$ cat src/rtl/ckm_pkg.sv
package ckm_pkg;
  typedef enum logic [1:0] {
    MODE_MAIN = 2'd0,
    MODE_PLL  = 2'd1,
    MODE_SUB  = 2'd2,
    MODE_RSVD = 2'd3
  } ckm_mode_e;

  typedef enum logic [1:0] {
    ST_RUN   = 2'd0,
    ST_SLEEP = 2'd1,
    ST_WATCH = 2'd2,
    ST_STOP  = 2'd3
  } ckm_state_e;

  localparam logic [1:0] REQ_NONE  = 2'd0;
  localparam logic [1:0] REQ_SLEEP = 2'd1;
  localparam logic [1:0] REQ_WATCH = 2'd2;
  localparam logic [1:0] REQ_STOP  = 2'd3;
endpackage

$ cat src/rtl/ckm_tick_gen.sv
module ckm_tick_gen #(
  parameter int SUB_CNT_W = 2
) (
  input  logic clk,
  input  logic rst_n,
  input  logic ext_tick,
  input  logic int_tick,
  input  logic src_int,
  input  logic div4,
  input  logic osc_run,
  output logic slow_tick,
  output logic main_pulse,
  output logic sub_pulse
);
  localparam logic [SUB_CNT_W-1:0] CNT_LAST = '1;

  logic                 div_q, div_d;
  logic [SUB_CNT_W-1:0] cnt_q, cnt_d;
  logic                 pulse_q, pulse_d;

  // slow source select and dividers, next state
  always_comb begin
    slow_tick = src_int ? int_tick : ext_tick;
    div_d     = osc_run ? ~div_q : 1'b0;
    cnt_d     = slow_tick ? cnt_q + 1'b1 : cnt_q;
    pulse_d   = slow_tick & (div4 ? (cnt_q == CNT_LAST) : cnt_q[0]);
  end

  always_ff @(posedge clk or negedge rst_n) begin
    if (!rst_n) begin
      div_q   <= 1'b0;
      cnt_q   <= '0;
      pulse_q <= 1'b0;
    end else begin
      div_q   <= div_d;
      cnt_q   <= cnt_d;
      pulse_q <= pulse_d;
    end
  end

  assign main_pulse = div_q;
  assign sub_pulse  = pulse_q;

  AST_MAIN_HALF_RATE: assert property (@(posedge clk) disable iff (!rst_n)
    main_pulse |=> !main_pulse);
  AST_SUB_PULSE_FROM_TICK: assert property (@(posedge clk) disable iff (!rst_n)
    sub_pulse |-> $past(slow_tick));
endmodule

$ cat src/rtl/ckm_settle.sv
module ckm_settle #(
  parameter int W = 14
) (
  input  logic clk,
  input  logic rst_n,
  input  logic clr,
  input  logic tick,
  output logic settled
);
  localparam logic [W-1:0] CNT_MAX = '1;

  logic [W-1:0] cnt_q, cnt_d;
  logic         done_q, done_d;

  always_comb begin
    cnt_d  = cnt_q;
    done_d = done_q;
    if (clr) begin
      cnt_d  = '0;
      done_d = 1'b0;
    end else if (tick && !done_q) begin
      if (cnt_q == CNT_MAX) begin
        done_d = 1'b1;
      end else begin
        cnt_d = cnt_q + 1'b1;
      end
    end
  end

  always_ff @(posedge clk or negedge rst_n) begin
    if (!rst_n) begin
      cnt_q  <= '0;
      done_q <= 1'b0;
    end else begin
      cnt_q  <= cnt_d;
      done_q <= done_d;
    end
  end

  assign settled = done_q;

  AST_SETTLE_CLEARED: assert property (@(posedge clk) disable iff (!rst_n)
    clr |=> !settled);
  AST_SETTLE_ON_TICK: assert property (@(posedge clk) disable iff (!rst_n)
    $rose(settled) |-> $past(tick));
endmodule

$ cat src/rtl/ckm_mode_fsm.sv
module ckm_mode_fsm
  import ckm_pkg::*;
(
  input  logic       clk,
  input  logic       rst_n,
  input  logic       mode_wr,
  input  logic [1:0] mode_sel,
  input  logic       stby_wr,
  input  logic [1:0] stby_sel,
  input  logic       wake_evt,
  input  logic       wake_en,
  input  logic       pll_locked,
  input  logic       settled,
  output ckm_state_e state_q,
  output ckm_mode_e  cur_q,
  output logic       pll_en_q,
  output logic       osc_en
);
  ckm_state_e state_d;
  ckm_mode_e  cur_d, tgt_q, tgt_d;
  logic       pll_en_d;
  logic       run_like_d;

  // state and target selection
  always_comb begin
    state_d = state_q;
    tgt_d   = tgt_q;
    if (state_q == ST_RUN) begin
      if (stby_wr && stby_sel != REQ_NONE) begin
        state_d = ckm_state_e'(stby_sel);
      end else if (mode_wr && mode_sel != MODE_RSVD) begin
        tgt_d = ckm_mode_e'(mode_sel);
      end
    end else if (wake_evt && wake_en) begin
      state_d = ST_RUN;
    end
  end

  // active source switch, only while staying in run
  always_comb begin
    cur_d = cur_q;
    if (state_q == ST_RUN && state_d == ST_RUN) begin
      case (tgt_d)
        MODE_MAIN: cur_d = MODE_MAIN;
        MODE_PLL:  if (pll_en_q && pll_locked) cur_d = MODE_PLL;
        MODE_SUB:  if (settled) cur_d = MODE_SUB;
        default:   cur_d = cur_q;
      endcase
    end
  end

  always_comb begin
    run_like_d = (state_d == ST_RUN) || (state_d == ST_SLEEP);
    pll_en_d   = run_like_d && (tgt_d == MODE_PLL || cur_d == MODE_PLL);
    osc_en     = ((state_q == ST_RUN) || (state_q == ST_SLEEP)) &&
                 !(cur_q == MODE_SUB && tgt_q == MODE_SUB);
  end

  always_ff @(posedge clk or negedge rst_n) begin
    if (!rst_n) begin
      state_q  <= ST_RUN;
      cur_q    <= MODE_MAIN;
      tgt_q    <= MODE_MAIN;
      pll_en_q <= 1'b0;
    end else begin
      state_q  <= state_d;
      cur_q    <= cur_d;
      tgt_q    <= tgt_d;
      pll_en_q <= pll_en_d;
    end
  end

  AST_SUB_AFTER_SETTLE: assert property (@(posedge clk) disable iff (!rst_n)
    (cur_q == MODE_SUB && $past(cur_q) != MODE_SUB) |-> $past(settled));
  AST_PLL_AFTER_LOCK: assert property (@(posedge clk) disable iff (!rst_n)
    (cur_q == MODE_PLL && $past(cur_q) != MODE_PLL) |-> $past(pll_locked && pll_en_q));
  AST_WAKE_NEEDS_ENABLE: assert property (@(posedge clk) disable iff (!rst_n)
    ($past(state_q) != ST_RUN && state_q == ST_RUN) |-> $past(wake_evt && wake_en));
  AST_MODE_HELD_IN_STANDBY: assert property (@(posedge clk) disable iff (!rst_n)
    ($past(state_q) != ST_RUN) |-> $stable(cur_q));
endmodule

$ cat src/rtl/clkmode_standby_ctrl.sv
module clkmode_standby_ctrl
  import ckm_pkg::*;
#(
  parameter int SETTLE_W  = 14,
  parameter int SUB_CNT_W = 2
) (
  input  logic       clk,
  input  logic       rst_n,
  input  logic       slow_ext_tick,
  input  logic       slow_int_tick,
  input  logic       slow_src_int,
  input  logic       sub_div4,
  input  logic       pll_locked,
  input  logic       mode_wr,
  input  logic [1:0] mode_sel,
  input  logic       stby_wr,
  input  logic [1:0] stby_sel,
  input  logic       wake_evt,
  input  logic       wake_en,
  input  logic       intermittent,
  input  logic       cpu_access,
  output logic       cpu_clk_en,
  output logic       per_clk_en,
  output logic [1:0] clk_src_sel,
  output logic       osc_en,
  output logic       pll_en,
  output logic       watch_tmr_en,
  output logic       lvd_en,
  output logic       settled,
  output logic [1:0] stat_mode,
  output logic [1:0] stat_state
);
  logic       rst_s0_q, rst_s1_q, rst_s;
  logic       slow_tick, main_pulse, sub_pulse;
  logic       run_tick, settle_clr, settle_done;
  logic       osc_en_i, pll_en_i;
  ckm_state_e state_q;
  ckm_mode_e  cur_q;

  // reset: asynchronous assert, synchronous release
  always_ff @(posedge clk or negedge rst_n) begin
    if (!rst_n) begin
      rst_s0_q <= 1'b0;
      rst_s1_q <= 1'b0;
    end else begin
      rst_s0_q <= 1'b1;
      rst_s1_q <= rst_s0_q;
    end
  end
  assign rst_s = rst_s1_q;

  ckm_tick_gen #(.SUB_CNT_W(SUB_CNT_W)) u_tick (
    .clk       (clk),
    .rst_n     (rst_s),
    .ext_tick  (slow_ext_tick),
    .int_tick  (slow_int_tick),
    .src_int   (slow_src_int),
    .div4      (sub_div4),
    .osc_run   (osc_en_i),
    .slow_tick (slow_tick),
    .main_pulse(main_pulse),
    .sub_pulse (sub_pulse)
  );

  assign settle_clr = (state_q == ST_STOP);

  ckm_settle #(.W(SETTLE_W)) u_settle (
    .clk    (clk),
    .rst_n  (rst_s),
    .clr    (settle_clr),
    .tick   (slow_tick),
    .settled(settle_done)
  );

  ckm_mode_fsm u_fsm (
    .clk       (clk),
    .rst_n     (rst_s),
    .mode_wr   (mode_wr),
    .mode_sel  (mode_sel),
    .stby_wr   (stby_wr),
    .stby_sel  (stby_sel),
    .wake_evt  (wake_evt),
    .wake_en   (wake_en),
    .pll_locked(pll_locked),
    .settled   (settle_done),
    .state_q   (state_q),
    .cur_q     (cur_q),
    .pll_en_q  (pll_en_i),
    .osc_en    (osc_en_i)
  );

  // run clock enable from the active source
  always_comb begin
    case (cur_q)
      MODE_MAIN: run_tick = main_pulse;
      MODE_PLL:  run_tick = 1'b1;
      MODE_SUB:  run_tick = sub_pulse;
      default:   run_tick = 1'b0;
    endcase
  end

  // gating per state
  always_comb begin
    cpu_clk_en   = (state_q == ST_RUN) && run_tick && (!intermittent || cpu_access);
    per_clk_en   = ((state_q == ST_RUN) || (state_q == ST_SLEEP)) && run_tick;
    watch_tmr_en = (state_q != ST_STOP);
    lvd_en       = (state_q != ST_STOP);
  end

  assign clk_src_sel = cur_q;
  assign osc_en      = osc_en_i;
  assign pll_en      = pll_en_i;
  assign settled     = settle_done;
  assign stat_mode   = cur_q;
  assign stat_state  = state_q;

  AST_STOP_ALL_OFF: assert property (@(posedge clk) disable iff (!rst_s)
    (stat_state == ST_STOP) |-> !(osc_en || pll_en || per_clk_en || watch_tmr_en));
  AST_WATCH_FAST_OFF: assert property (@(posedge clk) disable iff (!rst_s)
    (stat_state == ST_WATCH) |-> !(osc_en || pll_en || per_clk_en));
  AST_SUB_PLL_OFF: assert property (@(posedge clk) disable iff (!rst_s)
    (stat_mode == MODE_SUB && $past(stat_mode) == MODE_SUB) |-> !pll_en);
  AST_CPU_ONLY_RUN: assert property (@(posedge clk) disable iff (!rst_s)
    cpu_clk_en |-> (stat_state == ST_RUN));
endmodule

$ cat config.mk
export PLATFORM = sky130hd
export DESIGN_NAME = clkmode_standby_ctrl
export DESIGN_NICKNAME = d
export VERILOG_FILES = /design/src/rtl/ckm_pkg.sv /design/src/rtl/ckm_tick_gen.sv /design/src/rtl/ckm_settle.sv /design/src/rtl/ckm_mode_fsm.sv /design/src/rtl/clkmode_standby_ctrl.sv
export SDC_FILE = /design/constraint.sdc
export NUM_CORES = 1
export LEC_CHECK = 0
export BUFFER_PORTS_ARGS = -buffer_cell sky130_fd_sc_hd__clkbuf_2
export CORE_ASPECT_RATIO = 1.5
export CORE_MARGIN = 2
export CORE_UTILIZATION = 45
export DETAILED_ROUTE_END_ITERATION = 8
export GPL_ROUTABILITY_DRIVEN = 1
export PLACE_DENSITY = 0.68
export SYNTH_ARGS = -nofsm -noshare
export SYNTH_HDL_FRONTEND = slang
export SYNTH_SLANG_ARGS = --single-unit
$ cat constraint.sdc
create_clock -name clk -period 1 [get_ports clk]
set_clock_uncertainty 0.15 [all_clocks]
set_input_delay 0 -clock clk [delete_from_list [all_inputs] [get_ports clk]]
set_output_delay 0 -clock clk [all_outputs]
set_load 0.02 [all_outputs]
==> flow_metrics.env <==
export IMPL_cts_tree="yes"
export IMPL_synth_async_reset_ratio_pct=100
export IMPL_clkLatencyLatePin_ps=280
export IMPL_synth_seq_cells=28
export IMPL_n_fill_cell=105
export IMPL_p_leak_uw=0.00131
export IMPL_dp_cells=265
export IMPL_grt_overflow=0
export IMPL_crit_fanout=8
export IMPL_finish_utilization_pct=92.2
export IMPL_stdcell_area_sq_mm=0.00291
export IMPL_syn_inst=157
export IMPL_io_buffers=29
export IMPL_worstHoldEndpoint="u_fsm.state_q[1]$_DFF_PN0_"
export IMPL_ir_drop_mv=1.88
export IMPL_grt_max_degree=27
export IMPL_placed_area_sq_mm=0.00215
export IMPL_hp_class="in2reg"
export IMPL_cts_buffer_depth=2
export IMPL_wl_per_cell_um=24.8
export IMPL_design_core_area_sq_mm=0.00316
export IMPL_worstReg2RegEnd="u_settle.cnt_q[5]$_DFFE_PN0P_"
export IMPL_pwr_density_cell_mw_per_mm2=2140
export IMPL_root_buffer="clkbuf_8"
export IMPL_nNetsFinal=278
export IMPL_ff2ff_path_depth=6
export IMPL_r2r_start="u_settle.cnt_q[3]$_DFFE_PN0P_"
export IMPL_setup_ws_ps=-1010
export IMPL_min_period_over_period_pct=201
export IMPL_syn_area_per_cell_sq_um=9.54
export IMPL_setup_viol=39
export IMPL_clock_sinks=28
export IMPL_globalRouteTotalUtil_pct=30.3
export IMPL_synthDistinctLibCells=39
export IMPL_dominantRegCellSynth="dfrtp_1"
export IMPL_drt_total_wl_um=7400
export IMPL_cpPeakStageDelay_ps=500
export IMPL_power_total_uw=6250
export IMPL_first_global_vias=1712
export IMPL_start_util_pct=47.4
export IMPL_dieArea_sq_mm=0.00382
export IMPL_antenna_found_initial=0
export IMPL_netlist_area_sq_mm=0.00150
export IMPL_yosysSeqAreaShare_pct=46.8
export IMPL_via_per_inst=6.21
export IMPL_postRouteAntennaNets=0
export IMPL_synth_nets=176
export IMPL_end_kind="register"
export IMPL_dr_total_vias=1850
export IMPL_diodes=0
export IMPL_crit_type="reg2reg"
export IMPL_dp_hpwl_um=3060
export IMPL_start_kind="register"
export IMPL_violations="negative setup slack"
export IMPL_synth_warning_count=0
export IMPL_rows=25
export IMPL_hold_depth=3
export IMPL_drtPass1Iterations=4
export IMPL_initialDrtViolationCount=105
export IMPL_cap_violations=0
export IMPL_area_growth_pct=94.6
export IMPL_fp_dieW_um=51.1
export IMPL_clk_pin_slew_ps=90
export IMPL_h_tree_depth=1
export IMPL_grt_pass1_wl_um=8130
export IMPL_hold_viol_final=0
export IMPL_max_freq_ghz=0.498
export IMPL_layout_min_cycle_time_ps=2010
export IMPL_fin_cells=298
export IMPL_cp_cell_sequence="nand3_2, nor4_4, buf_6, a211oi_2, xnor2_1, nor2_1"
export IMPL_place_ws_ps=-878
export IMPL_io_pin_count=30
export IMPL_outcome="finished, violations left"
export IMPL_drc=0
export IMPL_cp_required_ps=1010
export IMPL_numCtsBuffers=3
export IMPL_crit_arrival_ps=2010
export IMPL_synth_edf_count=0
export IMPL_hold_start="stby_sel[1]"
export IMPL_drive_gt1_share_pct=66.7
export IMPL_r2r_setup_slack_ps=-1010
export IMPL_cp_slowest_cell="dfrtp_1"
export IMPL_rsz0062_at_grt="true"
export IMPL_postCtsHoldBufs=3
export IMPL_seqCellArea_sq_um=707
export IMPL_multi_input_area_sq_mm=0.00114
export IMPL_fp_dieH_um=74.7
export IMPL_slew_viol_final=0
export IMPL_gp_congestion=0.863
[sequential cells by signal (all words and copies together), names as in the netlist]
register           cells
u_settle.cnt_q        14
u_fsm.cur_q            2
u_fsm.state_q          2
u_fsm.tgt_q            2
u_tick.cnt_q           2
rst_s                  1
rst_s0_q               1
u_fsm.pll_en_q         1
u_settle.settled       1
u_tick.main_pulse      1
u_tick.sub_pulse       1
[metrics by stage]
stage | TNS [ps] | hold WS (ps)
after detailed placement | -15720 | -362
after global routing | -21630 | -4.37
after global placement | -14290 | -364
after CTS | -17250 | -47.0
final | -20320 | 6.88
after floorplan | -13760 | -446
[cells in the mapped netlist (all sizes together), types with 6 or more instances]
| master | instances | area [sq um] |
|---|---|---|
| nor2 | 18 | 72.6 |
| nor3 | 8 | 40.0 |
| nor2b | 6 | 37.5 |
| o21ai | 8 | 40.0 |
| dfrtp | 28 | 701 |
| nand2 | 15 | 56.3 |
| xnor2 | 11 | 96.3 |
[kinds of logic after synthesis]
group / Yosys count / share of synthesized area (%)
muxes: 5 / 3.68
buffers and inverters: 12 / 3.84
and+or+nand+nor: 68 / 24.1
xor gates and xnor gates: 11 / 6.43
adders and majority gates: 2 / 1.67
AOI/OAI and AO/OA: 30 / 13.3
DFF: 28 / 46.8
other: 1 / 0.250
[worst max path at each step]
stage / start / to / slack [ps] / depth (start not counted)
2_1_floorplan: u_settle.cnt_q[0]$_DFFE_PN0P_ / u_settle.cnt_q[10]$_DFFE_PN0P_ / -740 / 7
3_3_place_gp: u_settle.cnt_q[0]$_DFFE_PN0P_ / u_settle.cnt_q[8]$_DFFE_PN0P_ / -790 / 6
3_5_place_dp: u_settle.cnt_q[1]$_DFFE_PN0P_ / u_settle.cnt_q[8]$_DFFE_PN0P_ / -880 / 6
4_1_cts: u_settle.cnt_q[0]$_DFFE_PN0P_ / u_settle.cnt_q[12]$_DFFE_PN0P_ / -760 / 6
5_1_grt: u_settle.cnt_q[3]$_DFFE_PN0P_ / u_settle.cnt_q[5]$_DFFE_PN0P_ / -1080 / 6
6_report: u_settle.cnt_q[3]$_DFFE_PN0P_ / u_settle.cnt_q[5]$_DFFE_PN0P_ / -1010 / 6
[routing by layer]
| layer | GRT usage, % | vias up | wire length (um) |
|---|---|---|---|
| li1 | - | 756 | - |
| met1 | 28.1 | 913 | 2570 |
| met2 | 57.0 | 130 | 3740 |
| met3 | 5.16 | 51 | 558 |
| met4 | 24.0 | 0 | 529 |
| met5 | 0 | - | 0 |
[where the power goes]
| group | internal [uW] | switching, uW | leakage [uW] | total, uW |
|---|---|---|---|---|
| Combinational | 1990 | 1780 | 0.000918 | 3760 |
| Clock | 353 | 356 | 0.0000288 | 709 |
| Sequential | 1410 | 365 | 0.000358 | 1770 |
| Total | 3750 | 2500 | 0.00131 | 6250 |
[cell usage in the layout, fill, tap and decap left out, drive strengths merged, types with 2 or more instances in the layout]
| cell | count |
|---|---|
| o22ai | 2 |
| a21oi | 4 |
| nor4 | 4 |
| nor2b | 6 |
| buf | 85 |
| or3 | 3 |
| dlygate4sd3 | 3 |
| dfrtp | 28 |
| nand4 | 2 |
| nor3b | 2 |
| nand3 | 4 |
| xnor2 | 11 |
| o21a | 3 |
| nor2 | 18 |
| a31oi | 2 |
| nand2 | 15 |
| o21ai | 8 |
| clkbuf | 21 |
| a32o | 2 |
| ha | 2 |
| a211oi | 4 |
| and2 | 2 |
| nor3 | 8 |
| mux2i | 4 |
| inv | 4 |
[critical path, delay by kind of cell, from the launching register on]
family	cells	cell delay, ps
DFF	1	500
and+or+nand+nor	3	570
AOI/OAI and AO/OA	1	110
xor gates and xnor gates	1	330
buffers and inverters	1	220
[final cells by class]
| type | instances | share of cell area (%) |
|---|---|---|
| multi-input cells | 117 | 39.2 |
| flip-flops and latches | 28 | 24.3 |
| well taps | 40 | 1.72 |
| inverters | 4 | 0.687 |
| clock buffers | 4 | 1.89 |
| repair buffers | 105 | 32.2 |
[repair_timing]
item / 4_1_cts / 5_1_grt
cloned: 0 / 0
endpoints found under the setup margin: 37 / 38
endpoints found under the hold margin: 7 / 1
setup buffers: 15 / 15
resized for setup: 61 / 54
pin swaps: 15 / 23
Power figures use the tool's default switching activity.
